<file path="src/rtl/dmaq_pkg.sv">
package dmaq_pkg;
  localparam int CMD_W   = 8;
  localparam int NUM_TXQ = 2;

  localparam int B_RX_EN  = 0;
  localparam int B_RX_AB  = 1;
  localparam int B_START0 = 2;
  localparam int B_STOP0  = B_START0 + NUM_TXQ;
  localparam int B_TX_AB  = B_STOP0 + NUM_TXQ;

  typedef struct packed {
    logic start;
    logic stop;
    logic run;
    logic irq;
  } txq_stat_t;
endpackage

</file>
<file path="src/rtl/dmaq_abort_unit.sv">
module dmaq_abort_unit (
  input  logic clk,
  input  logic rst_n,
  input  logic wr_abort,
  input  logic idle,
  output logic pend_q,
  output logic done
);
  assign done = pend_q & idle;

  always_ff @(posedge clk) begin
    if (!rst_n) pend_q <= 1'b0;
    else        pend_q <= (pend_q & ~idle) | wr_abort;
  end
endmodule

</file>
<file path="src/rtl/dmaq_txq_ctrl.sv">
module dmaq_txq_ctrl
  import dmaq_pkg::*;
(
  input  logic      clk,
  input  logic      rst_n,
  input  logic      wr_start,
  input  logic      wr_stop,
  input  logic      frame_done,
  input  logic      chain_end,
  input  logic      abort_done,
  output txq_stat_t stat
);
  logic start_q, stop_q, run_q, irq_q;
  logic start_take, ev_chain, ev_stop;

  assign start_take = wr_start & ~wr_stop;
  assign ev_chain   = run_q & ~start_take & chain_end;
  assign ev_stop    = run_q & ~start_take & ~chain_end & stop_q & frame_done;

  always_ff @(posedge clk) begin
    if (!rst_n) begin
      start_q <= 1'b0;
      stop_q  <= 1'b0;
      run_q   <= 1'b0;
      irq_q   <= 1'b0;
    end else begin
      irq_q <= 1'b0;
      if (abort_done) begin
        run_q   <= 1'b0;
        start_q <= 1'b0;
      end else begin
        if (wr_stop) begin
          stop_q  <= 1'b1;
          start_q <= 1'b0;
        end else if (start_take) begin
          start_q <= 1'b1;
          stop_q  <= 1'b0;
          run_q   <= 1'b1;
        end
        if (ev_chain || ev_stop) begin
          run_q <= 1'b0;
          irq_q <= 1'b1;
        end
        if (ev_chain) start_q <= 1'b0;
      end
    end
  end

  assign stat = '{start: start_q, stop: stop_q, run: run_q, irq: irq_q};
endmodule

</file>
<file path="src/rtl/dmaq_retry_limiter.sv">
module dmaq_retry_limiter #(
  parameter int RETRY_W = 4
) (
  input  logic               clk,
  input  logic               rst_n,
  input  logic [RETRY_W-1:0] limit,
  input  logic               collision,
  input  logic               pkt_end,
  output logic               give_up_q
);
  localparam logic [RETRY_W-1:0] CNT_MAX = '1;

  function automatic logic limit_reached(input logic [RETRY_W-1:0] cnt,
                                         input logic [RETRY_W-1:0] lim);
    logic [RETRY_W:0] next_cnt;
    next_cnt = {1'b0, cnt} + 1'b1;
    return (lim != '0) && (next_cnt >= {1'b0, lim});
  endfunction

  function automatic logic [RETRY_W-1:0] sat_inc(input logic [RETRY_W-1:0] cnt);
    return (cnt == CNT_MAX) ? cnt : cnt + 1'b1;
  endfunction

  logic [RETRY_W-1:0] cnt_q;
  logic               hit;

  assign hit = collision & ~pkt_end & limit_reached(cnt_q, limit);

  always_ff @(posedge clk) begin
    if (!rst_n) begin
      cnt_q     <= '0;
      give_up_q <= 1'b0;
    end else begin
      give_up_q <= hit;
      if (pkt_end || hit) cnt_q <= '0;
      else if (collision) cnt_q <= sat_inc(cnt_q);
    end
  end
endmodule

</file>
<file path="src/rtl/dmaq_cmd_ctrl.sv">
module dmaq_cmd_ctrl
  import dmaq_pkg::*;
#(
  parameter int RETRY_W = 4
) (
  input  logic               clk,
  input  logic               rst_n,
  input  logic               cmd_wr,
  input  logic [CMD_W-1:0]   cmd_wdata,
  output logic [CMD_W-1:0]   cmd_rdata,
  input  logic [NUM_TXQ-1:0] tx_frame_done,
  input  logic [NUM_TXQ-1:0] tx_chain_end,
  input  logic               tx_idle,
  input  logic               rx_idle,
  input  logic               tx_collision,
  input  logic [RETRY_W-1:0] retry_limit,
  output logic [NUM_TXQ-1:0] txq_run,
  output logic [NUM_TXQ-1:0] txq_stop_req,
  output logic [NUM_TXQ-1:0] tx_end_irq,
  output logic               tx_abort_req,
  output logic               rx_run,
  output logic               rx_abort_req,
  output logic               tx_retry_give_up
);
  // named internal events
  logic tx_abort_done, rx_abort_done, pkt_end;
  logic wr_tx_abort, wr_rx_abort, wr_rx_en;
  logic rx_en_q;
  txq_stat_t q_stat [NUM_TXQ];

  assign wr_tx_abort = cmd_wr & cmd_wdata[B_TX_AB];
  assign wr_rx_abort = cmd_wr & cmd_wdata[B_RX_AB];
  assign wr_rx_en    = cmd_wr & cmd_wdata[B_RX_EN];
  assign pkt_end     = (|tx_frame_done) | tx_abort_done;

  dmaq_abort_unit tx_ab_i (
    .clk(clk), .rst_n(rst_n), .wr_abort(wr_tx_abort), .idle(tx_idle),
    .pend_q(tx_abort_req), .done(tx_abort_done)
  );

  dmaq_abort_unit rx_ab_i (
    .clk(clk), .rst_n(rst_n), .wr_abort(wr_rx_abort), .idle(rx_idle),
    .pend_q(rx_abort_req), .done(rx_abort_done)
  );

  always_ff @(posedge clk) begin
    if (!rst_n)             rx_en_q <= 1'b0;
    else if (rx_abort_done) rx_en_q <= 1'b0;
    else if (wr_rx_en)      rx_en_q <= 1'b1;
  end
  assign rx_run = rx_en_q;

  for (genvar q = 0; q < NUM_TXQ; q++) begin : g_txq
    logic wr_start, wr_stop;
    assign wr_start = cmd_wr & cmd_wdata[B_START0+q];
    assign wr_stop  = cmd_wr & cmd_wdata[B_STOP0+q];

    dmaq_txq_ctrl q_i (
      .clk(clk), .rst_n(rst_n), .wr_start(wr_start), .wr_stop(wr_stop),
      .frame_done(tx_frame_done[q]), .chain_end(tx_chain_end[q]),
      .abort_done(tx_abort_done), .stat(q_stat[q])
    );

    assign txq_run[q]      = q_stat[q].run;
    assign txq_stop_req[q] = q_stat[q].run & q_stat[q].stop;
    assign tx_end_irq[q]   = q_stat[q].irq;
  end

  dmaq_retry_limiter #(.RETRY_W(RETRY_W)) retry_i (
    .clk(clk), .rst_n(rst_n), .limit(retry_limit), .collision(tx_collision),
    .pkt_end(pkt_end), .give_up_q(tx_retry_give_up)
  );

  always_comb begin
    cmd_rdata          = '0;
    cmd_rdata[B_RX_EN] = rx_en_q;
    cmd_rdata[B_RX_AB] = rx_abort_req;
    cmd_rdata[B_TX_AB] = tx_abort_req;
    for (int q = 0; q < NUM_TXQ; q++) begin
      cmd_rdata[B_START0+q] = q_stat[q].start;
      cmd_rdata[B_STOP0+q]  = q_stat[q].stop;
    end
  end
endmodule

</file>
<file path="config.mk">
export PLATFORM = sky130hd
export DESIGN_NAME = dmaq_cmd_ctrl
export DESIGN_NICKNAME = d
export VERILOG_FILES = /design/src/rtl/dmaq_pkg.sv /design/src/rtl/dmaq_abort_unit.sv /design/src/rtl/dmaq_txq_ctrl.sv /design/src/rtl/dmaq_retry_limiter.sv /design/src/rtl/dmaq_cmd_ctrl.sv
export SDC_FILE = /design/constraint.sdc
export NUM_CORES = 1
export LEC_CHECK = 0
export BUFFER_PORTS_ARGS = -buffer_cell sky130_fd_sc_hd__buf_2
export CAP_MARGIN = 40
export CORE_MARGIN = 2
export CORE_UTILIZATION = 43
export DETAILED_ROUTE_END_ITERATION = 10
export PLACE_DENSITY = 0.74
export SETUP_SLACK_MARGIN = 0.05
export SLEW_MARGIN = 10
export SYNTH_ARGS = -nofsm -noshare
export SYNTH_HDL_FRONTEND = slang
export SYNTH_SLANG_ARGS = --single-unit
</file>
<file path="constraint.sdc">
create_clock -name clk -period 2.7 [get_ports clk]
set_input_delay 0.27 -clock clk [delete_from_list [all_inputs] [get_ports clk]]
set_output_delay 0.27 -clock clk [all_outputs]
set_load 0.02 [all_outputs]
</file>
# Word-level counts from Yosys, hierarchy flattened
# Cells that the tools add are included.
# classes
n_addsub	2
magnitude_cmp	1
eq_ne	1
muxes	6
bitwise_logic	42
reduce_logical	20
# op_table
operator	count
$and A1 B1 Y1	27
$not A1 Y1	12
$reduce_and A2 Y1	5
$reduce_or A2 Y1	4
$reduce_or A4 Y1	2
$mux W1	6
$reduce_or A3 Y1	2
$add A4 B1 Y5 const B	1
$ge A5 B4 Y1	1
$add A4 B1 Y4 const B	1
$eq A4 B4 Y1 const B	1
$reduce_bool A2 Y1	2
$reduce_bool A4 Y1	1
$logic_or A1 B1 Y1	3
$or A1 B1 Y1	3
$logic_and A1 B1 Y1	1
# totals
ff_bits	16
inputBits	22
output_inout_bits	18
wordCells	85

# Longest topological paths before layout
# Gate-level depths: netlist of run 1.
# depth
word_depth	10
depth_mapped	7
depth_no_buf	7

# Cells and area by module
# Synthesis of run 1 repeated with hierarchy kept, for this count alone.
# hier_totals
cells_unflattened	111
area_unflattened_um2	1032.2
# by_module_without_submodules
mod	instances	cells_each	area_per_inst_um2	seq_area_each_um2
dmaq_retry_limiter	1	42	416.6	100.1
dmaq_txq_ctrl	2	22	202.7	80.1
dmaq_cmd_ctrl	1	17	127.6	20.0
dmaq_abort_unit	2	4	41.3	20.0

# Worst setup path before layout of run 1
# Ideal clock, no wire load.
# synth_timing
kind	reg2reg
from	reg retry_i.cnt_q[0]
to	reg retry_i.cnt_q[2]
t_arrival_ps	1485
required_ps	2613
path_slack_ps	1129
stages_incl_launch_ff	8
n_path_buf	0
path_cell_list	dfxtp_1 ha_1 xor2_1 ha_1 o21ai_0 a21oi_1 o21ai_2 nor4b_4
# synth_between
elab_chain_cells	6
# synth_lines
element	line	rtl
start, declared	dmaq_retry_limiter.sv:24	logic [RETRY_W-1:0] cnt_q;
start signal, assigned	dmaq_retry_limiter.sv:36	else if (collision) cnt_q <= sat_inc(cnt_q);
$add A4 B1 Y5	dmaq_retry_limiter.sv:16	next_cnt = {1'b0, cnt} + 1'b1;
$ge A5 B4 Y1	dmaq_retry_limiter.sv:17	return (lim != '0) && (next_cnt >= {1'b0, lim});
$logic_and A1 B1 Y1	dmaq_retry_limiter.sv:17	
$and A1 B1 Y1	dmaq_retry_limiter.sv:27	assign hit = collision & ~pkt_end & limit_reached(cnt_q, limit);
$logic_or A1 B1 Y1	dmaq_retry_limiter.sv:35	if (pkt_end || hit) cnt_q <= '0;
$reduce_or A2 Y1 (no source line)	n/a	
# Parallel ways exist; a longest one is shown, timed or not.
# A chain may end at the register's enable or synchronous reset.

# Worst setup path after layout of run 1
# Ends and elaborated chain as after synthesis.

==> flow_results.org, run 1 <==
** Synthesis
- Post-synthesis sequential element count :: 16
- Count of warnings emitted by yosys :: 0
- Top cells by area, synth :: sky130_fd_sc_hd__dfxtp_1 (35%), sky130_fd_sc_hd__buf_4 (9.9%), sky130_fd_sc_hd__ha_1 (6.9%)
- Portion of the post-synthesis area used by sequential elements :: a little over a third
- Area fraction of the dominant cell type after synthesis :: 35.3%
- After technology mapping, the gate count stands at ~110.
- Total nets after synthesis :: between 100 and 150
- Post-synthesis cell type count :: 34
- Area of the mapped netlist :: ~910 µm²
- Cell taking the most area after synthesis :: sky130_fd_sc_hd__dfxtp_1
- A synthesized cell averages 8.48 µm².

** Clocking
- Number of buffers between clock root and the deepest sink :: 2
- TritonCTS built the clock tree.
- # H-tree levels :: 1
- Buffers added to address setup during post-CTS repair amount to 0.
- The tree built by TritonCTS fans out to 16 sinks.
- After clock tree synthesis, the clock-pin slew on the worst setup and hold paths is ~90 ps.
- Clock latency of the later-clocked register in the worst-skew pair :: ~280 ps
- Number of instances resized during post-cts repair :: 0
- Buffers inserted to repair hold after CTS numbered 0.
- Counting the buffers created by CTS gives 3.
- Clock tree synthesis selected as its root buffer the cell sky130_fd_sc_hd__clkbuf_4.

** Setup path
- Kind of end point of the critical path :: register
- For this design, the slowest cell found on the critical path is sky130_fd_sc_hd__dfxtp_1.
- Critical path data required time :: just under 3000 ps
- The worst setup path is launched from a register.
- Largest incremental delay on the critical path :: approximately 420 ps
- Worst R2R Start :: retry_i.cnt_q[0]$_SDFFE_PP0P_
- Crit Reg-Reg Endpoint :: retry_i.cnt_q[2]$_SDFFE_PP0P_
- Flop2flop setup slack :: 970 ps
- The worst register-to-register path has a depth of 7.
- In this design, the critical path's most frequently occurring cell is sky130_fd_sc_hd__ha_1.
- Critical path cell sequence :: ha_1 -> xor2_1 -> ha_1 -> o21ai_0 -> a21oi_1 -> o21ai_2 -> nor4b_4
- Highest fanout seen on the critical path :: 5
- At the worst endpoint, the arrival time is about 1900 ps.
- Crit Path Class :: register to register

** Global route
- Entering global routing, the biggest net connects 10 pins.
- The number of antenna violations at the first check in global routing came to 0.
- The total overflow left after global routing is 0.
- The number of global-route vias before repair was between 600 and 700.
- Wire length of the first global-routing pass :: between 2000 and 3000 µm
- Global routing used between 10 and 15% of the available tracks across all layers.

** Cells and area
- Cells fill between 50% and 60% of the core in the end.
- In the final layout, the share of cells above drive strength 1 is between 30 and 40%.
- Post-route non-filler standard cell count :: between 150 and 200
- Antenna diode instance count :: 0
- Area growth from synthesis to layout :: 17.7%
- Summing all multi-input logic gate instances after layout gives roughly 480 µm².
- The sequential cells in the finished layout cover a total of between 300 and 400 µm².
- Counting the fill cells in the layout gives roughly 190.
- In the final design database the tool counted approximately 160 nets.
- Summed area of non-filler cells in the final layout :: approximately 0.0011 mm²

** Power and ir drop
- Worst supply voltage drop on vdd :: 0.300 mV
- In this run the power density over the cells is 455 mW/mm².
- For this design the total switching power over the nets is between 100 and 150 µW.
- The internal power of the cells totals around 360 µW.
- The completed layout was analyzed and its total power is slightly below 500 µW.
- The share of total power dissipated in combinational logic is between 15 and 20%.
- Of the total power, registers draw 51.7%.
- Net switching is between 20% and 30% of the power.
- Relative contribution of the clock network to total power :: 31.9%
- For this design the static power due to leakage is 0.546 nW.

** Place
- Buffers placed on the I/O ports in this run total 37.
- Dpl ws :: ~950 ps
- In this run the cell area measured after placement is ~0.0010 mm².
- The wire-length estimate of the detail-placed layout is ~1300 µm.
- The congestion estimate from routability-driven global placement came to 0.729.
- Including well taps, the total number of placed cells is 158.

** STA
- Highest attainable clock frequency :: ~580 MHz
- Setup repair after global routing left no endpoint under its margin.
- Clock Skew :: around 0.99 ps
- Adding up every negative setup slack in the final design gives 0 ps.
- Setup violations, final :: 0
- After layout, the minimum clock period comes to around 1700 ps.
- The number of max-slew violations in the final report is 0.
- Post-route setup slack :: 966 ps
- The hold violation count in the final report was 0.
- In the finished design, the share of the clock period the worst path needs comes to between 60 and 70%.
- Final hold slack :: around 230 ps

** Worst hold path
- Worst min-delay path endpoint :: tx_ab_i.pend_q$_SDFF_PN0_
- The worst hold path belongs to the class input pin to register.
- Hold wc startpoint :: cmd_wdata[6]
- Hold depth :: 3

** Detailed routing
- WL final :: between 1500 and 2000 µm
- Vias :: between 700 and 800
- Signal routing reaches up to met4.
- Detailed-routed wire length on met3 :: just over 100 µm
- Number of design-rule violations left by the first detailed-router iteration :: 6
- Routed Antenna Nets :: 0
- Avg Vias per Cell :: 4.84
- In the routed design, unresolved DRC markers number 0.
- Wire per inst :: roughly 10 µm
- DRT met1 WL :: slightly below 700 µm
- The pre-antenna-repair detailed-routing pass consisted of 4 iterations.
- Met2 routed wirelength :: 809 µm

** Outcome
- Status :: finished clean

** Job
- The tool flagged a number of max-cap violations equal to 0.

** Floorplanning
- During I/O placement, the number of pins put on the boundary was 40.
- Die span in x :: roughly 50 µm
- In this run the standard cell core region covers roughly 0.0020 mm².
- The die is ~50 µm tall.
- Full die area :: between 0.002 and 0.0025 mm²
- For this configuration, the core starts out at a cell density of a little under half.
- Cell row count :: 16
==> kinds of logic after synthesis <==
logic type               Yosys count  share of synthesized area [%]
adder cells (fa/ha/maj)            5                           6.90
other                              1                          0.413
AND/OR/NAND/NOR                   42                           25.2
flip-flops                        16                           35.3
XOR/XNOR                           3                           2.90
multiplexers                       1                           1.24
AO/OA/AOI/OAI                     22                           15.9
buffers and inverters             17                           12.1
==> critical path, delay by kind of cell, from the launching register on <==
| kind | cells | cell delay [ps] |
|---|---|---|
| XOR/XNOR | 1 | 160 |
| flip-flops | 1 | 420 |
| AND/OR/NAND/NOR | 1 | 210 |
| adder cells (fa/ha/maj) | 2 | 500 |
| AO/OA/AOI/OAI | 3 | 360 |
==> cells in the mapped netlist (all sizes together) <==
master and count:
and4 1, nand2 14, xor2 1, buf 13, nand3 2, and2 2, mux2 1, and4b 1
inv 4, and3 2, or3 1, nand2b 2, a21oi 9, nor2b 2, o41ai 1, conb 1
a221oi 1, a21boi 3, o2111a 1, nor3 3, dfxtp 16, a2111oi 1, nor2 10, a22oi 2
nand3b 1, nor4b 1, ha 5, xnor2 2, o21ai 4
==> cell type report <==
cell class,instances,share of cell area [%]
Sequential cell,16,30.0
Inverter,4,1.41
Multi-Input combinational cell,74,44.7
Timing Repair Buffer,37,17.4
Tap cell,27,3.17
Clock buffer,4,3.40
==> placed cells by master (no fill, tap or decap), drive strengths merged, types with 2 or more instances in the layout <==
| cell type | netlist | final |
|---|---|---|
| nand3 | 2 | 2 |
| clkbuf | 0 | 4 |
| buf | 13 | 37 |
| ha | 5 | 5 |
| a21oi | 9 | 9 |
| xnor2 | 2 | 2 |
| dfxtp | 16 | 16 |
| inv | 4 | 4 |
| o21ai | 4 | 4 |
| and3 | 2 | 2 |
| nor3 | 3 | 3 |
| nor2b | 2 | 2 |
| a21boi | 3 | 3 |
| nand2b | 2 | 2 |
| nand2 | 14 | 14 |
| and2 | 2 | 2 |
| nor2 | 10 | 10 |
| a22oi | 2 | 2 |
==> flip-flops by register name (all words and copies together) (netlist names) <==
name	cells
g_txq.q_i.start_q	2
g_txq.q_i.irq_q	2
g_txq.q_i.stop_q	2
g_txq.q_i.run_q	2
retry_i.cnt_q	4
rx_run	1
rx_ab_i.pend_q	1
tx_ab_i.pend_q	1
retry_i.give_up_q	1
==> per-layer routing <==
metal | vias up | global-route usage, %
met4 | 0 | 6.94
met2 | 22 | 25.6
met3 | 2 | 2.12
met1 | 346 | 16.8
li1 | 414 | -
met5 | - | 0
==> worst max-delay path by stage <==
| stage | cells after the start | end | start |
|---|---|---|---|
| 6_report | 7 | retry_i.cnt_q[2]$_SDFFE_PP0P_ | retry_i.cnt_q[0]$_SDFFE_PP0P_ |
| 5_1_grt | 7 | retry_i.cnt_q[2]$_SDFFE_PP0P_ | retry_i.cnt_q[0]$_SDFFE_PP0P_ |
| 4_1_cts | 7 | retry_i.cnt_q[2]$_SDFFE_PP0P_ | retry_i.cnt_q[0]$_SDFFE_PP0P_ |
| 3_5_place_dp | 7 | retry_i.cnt_q[2]$_SDFFE_PP0P_ | retry_i.cnt_q[0]$_SDFFE_PP0P_ |
| 3_3_place_gp | 7 | retry_i.cnt_q[2]$_SDFFE_PP0P_ | retry_i.cnt_q[0]$_SDFFE_PP0P_ |
| 2_1_floorplan | 7 | retry_i.cnt_q[2]$_SDFFE_PP0P_ | retry_i.cnt_q[0]$_SDFFE_PP0P_ |
==> power groups by stage <==
stage	logic, mW	registers (mW)	clock network (mW)
after global placement	0.0793	0.256	0
final	0.0799	0.251	0.155
after detailed placement	0.0808	0.257	0
after floorplan	0.0547	0.259	0
after global routing	0.0903	0.253	0.169
after CTS	0.0811	0.251	0.163
Power figures use the tool's default switching activity.
==> inputs of run 2 (changes only) <==
- clock period: 2.7 -> 1.6 ns (I/O delays scaled with it)
==> flow_results.org, run 2 (synthesis gave the netlist of run 1 again) <==
** Outcome
- Status :: finished with violations
- Failing checks :: negative setup slack

** Clocking
- The CTS buffer count came to 3 (unchanged).
- Root Driver :: sky130_fd_sc_hd__clkbuf_4
- The deepest level of the CTS H-tree came to 1 (unchanged).
- The clock insertion delay at the later pin of the skew report was 280 ps (about the same).
- The number of clock sinks is 16 (unchanged).
- Clock tree from TritonCTS :: built
- The post-cts hold buffer count was 0 (unchanged).
- Clock transition at the registers of the reported paths :: 90 ps (about the same)
- Number of buffers between clock root and the deepest sink :: 2 (unchanged)

** Floorplanning
- I/O pins :: 40 (unchanged)
- Initial core utilization :: 45.8% (unchanged)
- The number of rows in the core area came to 16 (unchanged).
- The vertical die dimension is 49.9 µm (unchanged).
- The area of the die is 0.00249 mm² (unchanged).
- Area of the core :: 0.00198 mm² (unchanged)
- The width of the die came to 49.9 µm (unchanged).

** Global route
- The global-route wire length before repair is 2960 µm (+6.2%).
- The total congestion overflow is 0 (unchanged).
- Number of antenna violations at the first check in global routing :: 0 (unchanged)
- Tot GR Track Use :: 15.1% (+0.70 points)
- The largest net degree at the start of global routing is 10 (unchanged).
- Vias in the first global route :: 745 (+7.5%)

** Cells and area
- The number of nets in the layout came to 168 (+3.1%).
- Post-route non-filler standard cell count :: 167 (+3.1%)
- Layout filler cell count :: 179 (-7.7%)
- Final core utilization :: 59.5% (+5.6 points)
- Antenna diode instance count :: 0 (unchanged)
- The flip-flop count of the largest register, all copies and words added is 4 (unchanged).
- The library cells used most frequently in the layout, excluding fill and tap cells, are sky130_fd_sc_hd__buf_2 (37), sky130_fd_sc_hd__nand2_1 (13), sky130_fd_sc_hd__dfxtp_1 (13).
- Share of layout cells above drive strength 1 :: 44.3% (+11 points)
- Area taken by multi-input logic gates :: 537 µm² (+13%)
- Sequential standard cell area :: 327 µm² (+2.0%)
- Most common library cell in the layout ignoring fill and taps :: sky130_fd_sc_hd__buf_2
- Area growth from synthesis to layout :: 29.9%
- Counting flops per register, the top entry is retry_i.cnt_q.

** STA
- Final hold violations :: 0 (unchanged)
- Final critical-path required period :: 1620 ps (-116 ps)
- The setup skew after layout was 7.82 ps (+6.83 ps).
- RSZ-0062 raised after global routing :: yes
- The number of max-slew violations in the final report is 0 (unchanged).
- Post-route setup slack :: -18.6 ps (-984 ps)
- Highest attainable clock frequency :: 618 MHz (+7.1%)
- Setup violations, final :: 1 (+1)
- The period utilization came to 101% (+37 points).

** Detailed routing
- Vias :: 816 (+4.1%)
- The total length of routed wires came to 1850 µm (+14%).
- The remaining number of nets flagged by the antenna check after routing came to 0 (unchanged).
- Avg Vias per Cell :: 4.89 (+0.97%)
- DRT Pass-1 Iters :: 4 (unchanged)
- The DRC violations left is 0 (unchanged).
- The routed wire length per instance came to 11.1 µm (+11%).
- Number of design-rule violations left by the first detailed-router iteration :: 12 (+6)

** Setup path
- Startpoint Class :: register
- The maximum fanout along the worst path came to 5 (unchanged).
- Crit Path Class :: register to register
- Critical path data required time :: 1790 ps (-1110 ps)
- The worst setup path is captured at a register.
- CP arrival :: 1810 ps (-130 ps)

** Place
- Total of buffers placed on input and output ports :: 37 (unchanged)
- Dpl ws :: -23.5 ps (-976 ps)
- Inst Count DP :: 161 (+1.9%)
- The final weighted congestion in routability-driven placement is 0.800 (+9.8%).
- Hpwl dp :: 1400 µm (+4.7%)

** Power and ir drop
- The overall power is 834 µW (+72%).
- The leakage power of the design is 0.581 nW (+6.3%).
- Power density normalized to cell area :: 707 mW/mm² (+55%)
- The worst vdd rail ir drop came to 0.526 mV (+75%).

** Worst hold path
- Type of the tightest min-delay check :: input pin to register

** Job
- Number of max-capacitance violations reported :: 0 (unchanged)
==> run 2: cell count changes in the layout (fill, tap and decap cells not counted), moves of 2 or more <==
cell	previous run	this run
sky130_fd_sc_hd__buf_6	0	2
sky130_fd_sc_hd__dfxtp_1	16	13
sky130_fd_sc_hd__a21oi_2	0	2
sky130_fd_sc_hd__buf_4	0	3
sky130_fd_sc_hd__a21oi_1	9	7
sky130_fd_sc_hd__nor2_2	0	3
sky130_fd_sc_hd__nor2_1	10	7
sky130_fd_sc_hd__ha_4	0	2
sky130_fd_sc_hd__ha_1	5	3
sky130_fd_sc_hd__dfxtp_2	0	2
==> run 2: power breakdown <==
part	total [mW]	internal [mW]	switching [mW]
registers	0.422	0.411	0.0111
logic	0.153	0.0640	0.0886
clock network	0.259	0.138	0.121
==> run 2: final timing paths <==
check	startpoint	endpoint	slack (ps)	depth (start not counted)
max	retry_i.cnt_q[0]$_SDFFE_PP0P_	retry_i.cnt_q[2]$_SDFFE_PP0P_	-20	6
min reg2reg	g_txq[0].q_i.start_q$_SDFFE_PP0P_	g_txq[0].q_i.start_q$_SDFFE_PP0P_	500	2
max reg2reg	retry_i.cnt_q[0]$_SDFFE_PP0P_	retry_i.cnt_q[2]$_SDFFE_PP0P_	-20	6
min	cmd_wdata[4]	g_txq[0].q_i.start_q$_SDFFE_PP0P_	120	2
==> run 2: worst max-delay path: stages, from the launching register on <==
cell and delay (ps):
sky130_fd_sc_hd__dfxtp_4 370, sky130_fd_sc_hd__ha_4 240, sky130_fd_sc_hd__ha_1 280, sky130_fd_sc_hd__o21ai_1 180, sky130_fd_sc_hd__a21oi_2 70, sky130_fd_sc_hd__o21ai_4 200, sky130_fd_sc_hd__nor4b_4 200
==> run 2: metal layers <==
metal | GRT usage, % | vias up | routed length [µm]
li1 | - | 427 | -
met1 | 18.7 | 364 | 843
met2 | 25.3 | 23 | 907
met3 | 1.82 | 2 | 83
met4 | 8.33 | 0 | 15
met5 | 0 | - | 0
==> run 2: metrics by stage <==
step / hold slack (ps) / TNS, ps / instance area [µm²]
after floorplan: 272 / 0 / 911
after global placement: 407 / 0 / 1060
after detailed placement: 422 / -23.5 / 1060
after CTS: 107 / 0 / 1130
after global routing: 126 / -329 / 1180
final: 122 / -18.6 / 1180
==> run 2: area by class of cell <==
| class | count | area share (%) |
|---|---|---|
| clock buffers | 4 | 3.08 |
| multi-input cells | 74 | 45.5 |
| inverters | 4 | 1.27 |
| flip-flops and latches | 16 | 27.7 |
| repair buffers | 42 | 19.5 |
| well taps | 27 | 2.87 |
==> run 2: what timing repair did <==
item	in CTS	in global routing
pin swaps	5	5
endpoints found under the setup margin	4	5
resized for setup	6	11
setup buffers	2	0
==> inputs of run 3 (changes only) <==
- CORE_MARGIN: 2 -> 8
==> flow_results.org, run 3 (synthesis gave the netlist of run 1 again) <==
** Detailed routing
- Number of design-rule violations left by the first detailed-router iteration :: 11 (-1)
- The overall via count from detail_route was 822 (+0.74%).
- The detail-routed via count per cell came to 4.89 (+0.14%).
- Wire per inst :: 12.5 µm (+13%)
- WL final :: 2110 µm (+14%)
- The DRC violations left was 0 (unchanged).
- Routed Antenna Nets :: 0 (unchanged)
- DRT Pass-1 Iters :: 4 (unchanged)

** Cells and area
- The fraction of layout cells with a size suffix above 1 came to 42.6% (-1.7 points).
- The share of the core filled with cells in the final layout was 59.3% (-0.19 points).
- In the layout the commonest cells are sky130_fd_sc_hd__buf_2 (37), sky130_fd_sc_hd__nand2_1 (13), sky130_fd_sc_hd__dfxtp_1 (13).
- Antenna diode instance count :: 0 (unchanged)
- The library cell used most frequently in the layout, excluding fill and tap cells, is sky130_fd_sc_hd__buf_2.
- The final cell count without fillers came to 168 (+0.60%).
- Register ranked first by flip-flop count :: retry_i.cnt_q
- Relative to the synthesized area, the layout overhead comes to 29.5%.
- The number of nets in the layout was 169 (+0.60%).
- The flip-flop count of the largest register, all copies and words added was 4 (unchanged).

** Setup path
- The required time at the endpoint of the critical path was 1800 ps (about the same).
- Startpoint of the worst setup timing path :: retry_i.cnt_q[0]$_SDFFE_PP0P_
- Highest fanout seen on the critical path :: 5 (unchanged)
- STA classifies the critical path endpoint as a register.
- In this run the critical register-to-register path is launched from retry_i.cnt_q[0]$_SDFFE_PP0P_.
- Depth of the worst register-to-register path :: 7 (+1)
- STA classifies the critical path startpoint as a register.
- The data arrival at the endpoint of the critical path is 1750 ps (-60 ps).
- Crit Path Class :: register to register

** Global route
- The met3 layer usage reported by global route came to 4.32% (+2.5 points).
- The number of global-route vias before repair was 861 (+16%).
- Wire length of the first global-routing pass :: 3580 µm (+21%)
- The largest net degree at the start of global routing is 10 (unchanged).
- The number of antenna violations at the first check in global routing came to 0 (unchanged).
- The routing usage on met1 is 13.0% (-5.7 points).
- Busiest layer in global routing :: met2
- The total routing usage reported by global routing is 12.4% (-2.7 points).
- The total congestion overflow came to 0 (unchanged).
- The met2 usage in global routing was 22.2% (-3.2 points).

** Floorplanning
- Die Span Y :: 61.9 µm (+24%)
- Die span in x :: 61.9 µm (+24%)
- The total core area was 0.00198 mm² (unchanged).
- The number of rows in the core area came to 16 (unchanged).
- Full die area :: 0.00384 mm² (+54%)
- Initial core utilization :: 45.8% (unchanged)
- The total I/O pin count came to 40 (unchanged).

** Clocking
- Number of buffers added to fix hold violations after cts :: 0 (unchanged)
- TritonCTS built the clock tree.
- Clock latency of the later-clocked register in the worst-skew pair :: 280 ps (about the same)
- Number of buffers between clock root and the deepest sink :: 2 (unchanged)
- The number of clock sinks is 16 (unchanged).
- The clock-pin slew on the worst setup and hold paths is 100 ps (about the same).
- Root Driver :: sky130_fd_sc_hd__clkbuf_4
- The CTS buffer count is 3 (unchanged).
- The deepest level of the CTS H-tree came to 1 (unchanged).

** STA
- The number of max-slew violations in the final report is 0 (unchanged).
- Final hold violations :: 0 (unchanged)
- Highest attainable clock frequency :: 643 MHz (+4.0%)
- RSZ-0062 raised after global routing :: yes
- Clock Skew :: 5.03 ps (-2.80 ps)
- Final critical-path required period :: 1560 ps (-63.0 ps)
- Setup violations, final :: 0 (-1)
- The period utilization came to 97.2% (-3.9 points).

** Worst hold path
- The worst hold path begins at cmd_wdata[6].
- The path class of the tightest hold or removal check is input pin to register.
- Hold depth :: 3 (+1)

** Power and ir drop
- The overall power came to 835 µW (+0.20%).
- The power per standard cell area came to 711 mW/mm² (+0.52%).
- The leakage power of the design came to 0.586 nW (+0.96%).
- Worst supply voltage drop on vdd :: 0.461 mV (-12%)

** Place
- The number of placed instances with taps included came to 161 (unchanged).
- Hpwl dp :: 1650 µm (+18%)
- Routability-driven placement congestion ratio :: 0.810 (+1.2%)
- The number of I/O port buffers came to 37 (unchanged).

** Outcome
- The flow ran to the end, and the final reports show no timing, DRC or antenna violations.

** Job
- Number of max-capacitance violations reported :: 0 (unchanged)
==> run 3: changes by cell type in the layout (fill, tap and decap cells not counted), sizes merged <==
cell,change
buf,+1
==> run 3: routing by layer <==
layer	up-vias	share of wire (%)
met5	-	0
met4	0	0.62
met3	2	6.2
met2	23	50
met1	369	43
li1	428	-
==> run 3: report_power, final <==
part	internal, mW	leakage (nW)	switching (mW)
sequential	0.412	0.132	0.0115
combinational	0.0624	0.433	0.0856
clock	0.138	0.0210	0.125
total	0.613	0.586	0.222
==> run 3: cell type report <==
| class | count | area, µm² |
|---|---|---|
| Clock buffer | 4 | 36.3 |
| Fill cell | 195 | 807 |
| Inverter | 4 | 15.0 |
| Multi-Input combinational cell | 74 | 528 |
| Sequential cell | 16 | 324 |
| Tap cell | 27 | 33.8 |
| Timing Repair Buffer | 43 | 238 |
==> run 3: worst max-delay path, cell delays in order (launching register included) <==
cell and delay [ps]:
sky130_fd_sc_hd__dfxtp_2 350, sky130_fd_sc_hd__ha_4 160, sky130_fd_sc_hd__xor2_1 140, sky130_fd_sc_hd__ha_1 280, sky130_fd_sc_hd__o21ai_1 70, sky130_fd_sc_hd__a21oi_1 60, sky130_fd_sc_hd__o21ai_2 200, sky130_fd_sc_hd__nor4b_4 210
==> run 3: timing repair <==
action	4_1_cts	5_1_grt
endpoints found under the hold margin	0	0
buffers inserted	2	1
pin swaps	2	5
setup endpoints to repair	4	5
gates resized for setup	10	3
==> run 3: metrics by stage <==
stage	worst slack [ps]	hold WS, ps	area, µm²	setup TNS (ps)
CTS	25.2	100	1150	0
detailed placement	-20.2	415	1060	-20.2
global placement	11.1	406	1060	0
finish	44.4	118	1170	0
global route	-96.0	97.6	1170	-218
floorplan	57.5	272	911	0
==> run 3: path summary, 6_finish.rpt <==
path / endpoint / slack [ps]
hold reg to reg: rx_run$_SDFFE_PP0P_ / 510
hold / removal: tx_ab_i.pend_q$_SDFF_PN0_ / 120
setup / recovery: retry_i.cnt_q[2]$_SDFFE_PP0P_ / 40
setup reg to reg: retry_i.cnt_q[2]$_SDFFE_PP0P_ / 40
